==> config.mk <==
export PLATFORM = sky130hd
export DESIGN_NAME = itmr_top
export DESIGN_NICKNAME = d
export VERILOG_FILES = /design/src/rtl/itmr_pkg.sv /design/src/rtl/itmr_prescale.sv /design/src/rtl/itmr_core.sv /design/src/rtl/itmr_top.sv
export SDC_FILE = /design/constraint.sdc
export NUM_CORES = 1
export LEC_CHECK = 0
export ABC_CLOCK_PERIOD_IN_PS = 3000
export BUFFER_PORTS_ARGS = -buffer_cell sky130_fd_sc_hd__buf_2
export CORE_MARGIN = 2
export CORE_UTILIZATION = 34
export DETAILED_ROUTE_END_ITERATION = 6
export RECOVER_POWER = 100
export SYNTH_ARGS = -nofsm -noshare
export SYNTH_HDL_FRONTEND = slang
export SYNTH_HIERARCHICAL = 1
export SYNTH_SLANG_ARGS = --single-unit
==> constraint.sdc <==
create_clock -name clk -period 3 [get_ports clk]
set_clock_uncertainty 0.1 [all_clocks]
set_input_delay 0.9 -clock clk [delete_from_list [all_inputs] [get_ports clk]]
set_output_delay 0.9 -clock clk [all_outputs]
set_load 0.02 [all_outputs]
==> src/rtl/itmr_pkg.sv <==
package itmr_pkg;
  localparam int BYTE_W = 8;
  localparam int CNT_W  = 2 * BYTE_W;

  typedef enum logic [1:0] {
    IX_CNT_LO = 2'd0,
    IX_CNT_HI = 2'd1,
    IX_LAT_LO = 2'd2,
    IX_LAT_HI = 2'd3
  } reg_ix_e;

  localparam logic [1:0] MODE_FREE = 2'b11;
endpackage

==> src/rtl/itmr_prescale.sv <==
module itmr_prescale #(
  parameter int DIV = 10
) (
  input  logic clk,
  input  logic rst,
  input  logic clk_en,
  output logic tick
);
  localparam int PW = (DIV > 1) ? $clog2(DIV) : 1;
  localparam logic [PW-1:0] LAST = PW'(DIV - 1);

  logic [PW-1:0] phase;

  always_ff @(posedge clk) begin
    if (rst)
      phase <= '0;
    else if (clk_en)
      phase <= (phase == LAST) ? '0 : phase + 1'b1;
  end

  assign tick = clk_en && (phase == LAST);
endmodule

==> src/rtl/itmr_core.sv <==
module itmr_core
  import itmr_pkg::*;
(
  input  logic              clk,
  input  logic              rst,
  input  logic              tick,
  input  logic              free_run,
  input  logic              start,
  input  logic              lat_lo_we,
  input  logic              lat_hi_we,
  input  logic              rd_clr,
  input  logic [BYTE_W-1:0] wdata,
  output logic [CNT_W-1:0]  cnt,
  output logic [CNT_W-1:0]  lat,
  output logic              armed,
  output logic              flag,
  output logic              pin_q,
  output logic              zero_hit
);
  assign zero_hit = tick && (cnt == '0) && !start;

  always_ff @(posedge clk) begin
    if (rst) begin
      lat <= '0;
    end else begin
      if (lat_lo_we) lat[BYTE_W-1:0]     <= wdata;
      if (lat_hi_we) lat[CNT_W-1:BYTE_W] <= wdata;
    end
  end

  always_ff @(posedge clk) begin
    if (rst) begin
      cnt   <= '0;
      armed <= 1'b0;
      flag  <= 1'b0;
      pin_q <= 1'b1;
    end else if (start) begin
      cnt   <= {wdata, lat[BYTE_W-1:0]};
      armed <= 1'b1;
      flag  <= 1'b0;
      pin_q <= 1'b0;
    end else begin
      if (zero_hit) begin
        armed <= 1'b0;
        if (free_run) begin
          cnt   <= lat;
          flag  <= 1'b1;
          pin_q <= ~pin_q;
        end else begin
          cnt <= cnt - 1'b1;
          if (armed) begin
            flag  <= 1'b1;
            pin_q <= 1'b1;
          end else if (rd_clr) begin
            flag <= 1'b0;
          end
        end
      end else begin
        if (tick) cnt <= cnt - 1'b1;
        if (rd_clr) flag <= 1'b0;
      end
    end
  end
endmodule

==> src/rtl/itmr_top.sv <==
module itmr_top
  import itmr_pkg::*;
#(
  parameter int DIV = 10
) (
  input  logic              clk,
  input  logic              rst,
  input  logic              clk_en,
  input  logic [1:0]        mode,
  input  logic              sel,
  input  logic              wr,
  input  logic [1:0]        idx,
  input  logic [BYTE_W-1:0] wdata,
  output logic [BYTE_W-1:0] rdata,
  output logic              tmo_flag,
  output logic              out_pin
);
  logic             tick;
  logic             start, lat_lo_we, lat_hi_we, rd_clr, free_run;
  logic [CNT_W-1:0] cnt, lat;
  logic             armed, pin_q, zero_hit;
  reg_ix_e          ix;

  assign ix        = reg_ix_e'(idx);
  assign free_run  = (mode == MODE_FREE);
  assign start     = sel && wr && (ix == IX_CNT_HI);
  assign lat_lo_we = sel && wr && (ix == IX_CNT_LO || ix == IX_LAT_LO);
  assign lat_hi_we = sel && wr && (ix == IX_CNT_HI || ix == IX_LAT_HI);
  assign rd_clr    = sel && !wr && (ix == IX_CNT_LO);

  itmr_prescale #(.DIV(DIV)) u_pre (
    .clk(clk), .rst(rst), .clk_en(clk_en), .tick(tick)
  );

  itmr_core u_core (
    .clk(clk), .rst(rst), .tick(tick), .free_run(free_run), .start(start),
    .lat_lo_we(lat_lo_we), .lat_hi_we(lat_hi_we), .rd_clr(rd_clr),
    .wdata(wdata), .cnt(cnt), .lat(lat), .armed(armed), .flag(tmo_flag),
    .pin_q(pin_q), .zero_hit(zero_hit)
  );

  always_ff @(posedge clk) begin
    if (rst) begin
      rdata <= '0;
    end else if (sel && !wr) begin
      unique case (ix)
        IX_CNT_LO: rdata <= cnt[BYTE_W-1:0];
        IX_CNT_HI: rdata <= cnt[CNT_W-1:BYTE_W];
        IX_LAT_LO: rdata <= lat[BYTE_W-1:0];
        IX_LAT_HI: rdata <= lat[CNT_W-1:BYTE_W];
      endcase
    end
  end

  assign out_pin = free_run ? pin_q : 1'b1;
endmodule

Word level (Yosys, flattened, before mapping)
Cells that the tools add are included.
- word-level logic and storage cells: 53
- output and inout port bits: 10
- flip-flop bits (word level): 47
- input bits: 17
- equal/unequal tests: 5
- muxes and demuxes: 17
- add/sub/neg operators: 2
- reduce and logical (&&, ||, !) cells: 20
- bitwise operators: 1
- operators by type and width (kind ; count):
    16-bit 2-to-1 mux ; 4
    8-bit case mux with 4 select lines ; 1
    16-bit zero test ; 1
    16-bit by 1-bit subtractor with 16-bit output (second input constant) ; 1
    1-bit 2-to-1 mux ; 11
    1-bit logical AND ; 9
    2-bit == test (second input constant) ; 3
    3-bit nonzero test ; 2
    4-bit by 1-bit adder with 4-bit output (second input constant) ; 1
    4-bit == test (second input constant) ; 1
    4-bit 2-to-1 mux ; 1
    2-bit by 1-bit == test with 1-bit output (second input constant) ; 1
    1-bit zero test ; 2
    2-bit zero test ; 1
    1-bit logical OR ; 2
    2-bit AND reduction ; 1
    2-bit nonzero test ; 1
    2-bit OR reduction ; 1
    1-bit NOT ; 1

Logic depth before layout (Yosys ltp)
- word-level depth: 7
- gate-level depth with buffers: 9

Hierarchy
The synthesis kept the hierarchy.
- by module, submodules not included (module ; sequential area each (µm²) ; cells an instance ; area an instance (µm²) ; times used):
    itmr_core ; 700.7 ; 209 ; 1833.0 ; 1
    itmr_top ; 160.2 ; 55 ; 545.5 ; 1
    itmr_prescale ; 80.1 ; 19 ; 188.9 ; 1

Least setup slack after synthesis
No wires, ideal clock.
- path kind: input to register
- start point: in clk_en
- end point: reg u_core.cnt[3]
- cell stages on the path: 7
- setup slack: 0.455 ns
- arrival time: 2.359 ns
- setup time: 0.086 ns
- buffers on the path: 1
- path through: nand2_1 > nor4b_1 > clkbuf_1 > inv_1 > or4_1 > xor2_1 > a211oi_1
- cells in the longest elaborated chain, start to end: 5
- elaborated cells between the ends (all ways): 6
- those cells by class: 2 x mux; 4 x reduce/logical
- RTL lines (element ; RTL line ; text):
    start, declared ; itmr_top.sv:8 ; input logic clk_en,
    1-bit logical AND * ; itmr_prescale.sv:21 ; assign tick = clk_en && (phase == LAST);
    net tick ; itmr_top.sv:18 ; logic tick;
    1-bit logical AND (2 in series) ; itmr_core.sv:20 ; assign zero_hit = tick && (cnt == '0) && !start;
    16-bit 2-to-1 mux ; itmr_core.sv:43 ; if (zero_hit) begin
    16-bit 2-to-1 mux ; itmr_core.sv:37 ; end else if (start) begin
    end signal, assigned ; itmr_core.sv:38 ; cnt <= {wdata, lat[BYTE_W-1:0]};
    end signal, assigned ; itmr_core.sv:46 ; cnt <= lat;
    end signal, assigned ; itmr_core.sv:50 ; cnt <= cnt - 1'b1;
    end, declared ; itmr_core.sv:13 ; output logic [CNT_W-1:0] cnt,
Mark *: on every way through the listed nets, which the timed path passes. The rest lies on a longest branch.
A chain may end at the register's enable or synchronous reset.

Worst setup path in the final report
Ends and elaborated chain as after synthesis.

==> flow_summary.yaml <==
floorplan:
  initial_utilization: 0.351
  num_rows: 31
  core-area_mm2: 0.00729
  ioPinCount: 27
  die_x_um: 90.8
  dieArea_mm2: 0.00825
  die_h_um: 90.8
drt:
  vias_per_cell: 5.35
  wl_per_cell_um: 15.6
  detail_route.drc_violations: 0
  routed_wl_mm: 6.34
  detail-route-antenna-nets: 0
  vias: 2172
  first_iter_violations: 138
  drt_first_pass_iters: 4
placed_design:
  place_inst: 398
  hpwl_mm: 4.40
  port_buffers: 26
  placed_cell_area_mm2: 0.00278
  place_ws_ns: 0.244
  gp_congestion: 0.856
power_and_ir_drop:
  powerDensity_mw_per_mm2: 456
  total_power_mw: 1.30
  ir_worst_vdd_v: 0.000170
  p_clk_frac: 0.368
  comb_power_share: 0.125
  sequentialPowerShare: 0.506
  internal-power_mw: 0.961
  p_sw_frac: 0.263
  power.switching_mw: 0.343
  p_leak_nw: 1.05
setup_path:
  r2r_slack_ns: 0.66
  critPathKind: "primary input to flip-flop"
  crit_path_start_kind: "primary input"
  r2r-end: "u_core/cnt[1]$_SDFFE_PP0P_"
  cp_max_fo: 19
  critical_path.endpoint_type: "flip-flop"
  timing.rr.start: "u_core/cnt[0]$_SDFFE_PP0P_"
  cp.required_ns: 3.10
  critPathArrivalTime_ns: 2.72
  r2r_cells: 7
timing:
  whs_ns: 0.357
  setup_ws_ns: 0.375
  fin_crit_ns: 2.62
  tightest_slew_ns: 0.912
  max_freq_mhz: 381
  relSlewSlack: 0.392
  setup_viol: 0
  rsz0062_at_grt: "false"
  drv_slew: 0
  hold_violations: 0
  tns_ns: 0
  fin_crit_sh: 0.875
clocking:
  cts_buffers: 5
  clk_pin_slew_ns: 0.09
  htreeDepth: 2
  clk_latency_ns: 0.31
  cts-root-buf: "clkbuf_8"
  cts_tree: "yes"
  cts.sinks: 47
  cts_hold_buf: 0
  cts_setup_buffers: 0
  ctsResizeCount: 0
  clk_path_buf_depth: 2
finish:
  stdcell_area_mm2: 0.00286
  final_util: 0.392
  most-common-layout-cells: "dfxtp_1 (47), nor2_1 (37), nand2_1 (26)"
  fill_cells: 769
  final_nets: 324
  drive_above_1_share: 0.166
  final_cells: 406
  final_common_cell: "dfxtp_1"
  areaGrowthSynthToFinish_pct: 11.6
  diodes: 0
flow_run:
  drv_cap: 0
synthesis:
  netlist_instances: 282
  syn_area_mm2: 0.00256
  syn-num-nets: 300
  ys_warn_count: 6
  syn_area_per_cell_um2: 9.09
grt:
  grt_pass1_wl_mm: 10.5
  grt_max_degree: 45
  grt_util_all_layers: 0.156
  grt_pass1_vias: 2040
  antenna_found_initial: 0
  grt_overflow: 0
hold_path:
  hp-class: "flip-flop to flip-flop"
  hold_end: "rdata[0]$_SDFFE_PP0P_"
  min-delay-start: "rdata[0]$_SDFFE_PP0P_"
  worstHoldPathCells: 2
status:
  status: "finished, final reports clean"
worst max-delay path by stage:
stage               slack (ns)  depth (start not counted)   start                         end
floorplan                 0.46                          7  clk_en  u_core/cnt[3]$_SDFFE_PP0P_
global placement          0.31                          8  clk_en  u_core/cnt[3]$_SDFFE_PP0P_
detailed placement        0.24                          8  clk_en  u_core/cnt[3]$_SDFFE_PP0P_
CTS                       0.55                          8  clk_en  u_core/cnt[3]$_SDFFE_PP0P_
global route              0.21                          8  clk_en  u_core/cnt[3]$_SDFFE_PP0P_
finish                    0.38                          8  clk_en  u_core/cnt[3]$_SDFFE_PP0P_
per-layer routing:
| layer | wire length [µm] | vias up | GRT usage |
|---|---|---|---|
| met4 | 98 | 0 | 0.0556 |
| li1 | - | 1073 | - |
| met1 | 3100 | 1029 | 0.217 |
| met3 | 363 | 5 | 0.0250 |
| met5 | 0 | - | 0 |
| met2 | 2770 | 65 | 0.244 |
final cells by class:
type / count / area [µm²] / area share
clock buffer: 5 / 68.8 / 0.0241
clock inverter: 3 / 46.3 / 0.0162
inverter: 8 / 30.0 / 0.0105
multi-input combinational: 210 / 1490 / 0.521
sequential: 47 / 941 / 0.329
tap: 99 / 124 / 0.0433
timing repair buffer: 34 / 160 / 0.0560
power groups by stage:
stage / Combinational (mW) / Clock [mW] / Sequential (mW)
finish: 0.163 / 0.480 / 0.660
CTS: 0.166 / 0.497 / 0.660
detailed placement: 0.165 / 0 / 0.674
global placement: 0.164 / 0 / 0.674
global route: 0.180 / 0.518 / 0.663
floorplan: 0.120 / 0 / 0.670
worst max-delay path, cell delays in order:
cell and delay [ns]:
clkbuf_1 0.15, nand2_1 0.13, nor4b_1 0.32, buf_4 0.31, inv_1 0.08, or4_1 0.42
xor2_1 0.16, a211oi_1 0.25
flip-flops by register name (all words and copies together), names as in the netlist:
name	count
rdata	8
u_core/flag	1
u_core/cnt	16
u_core/pin_q	1
u_core/lat	16
u_core/armed	1
u_pre/phase	4
No activity file was read; power rests on OpenSTA's default activity.
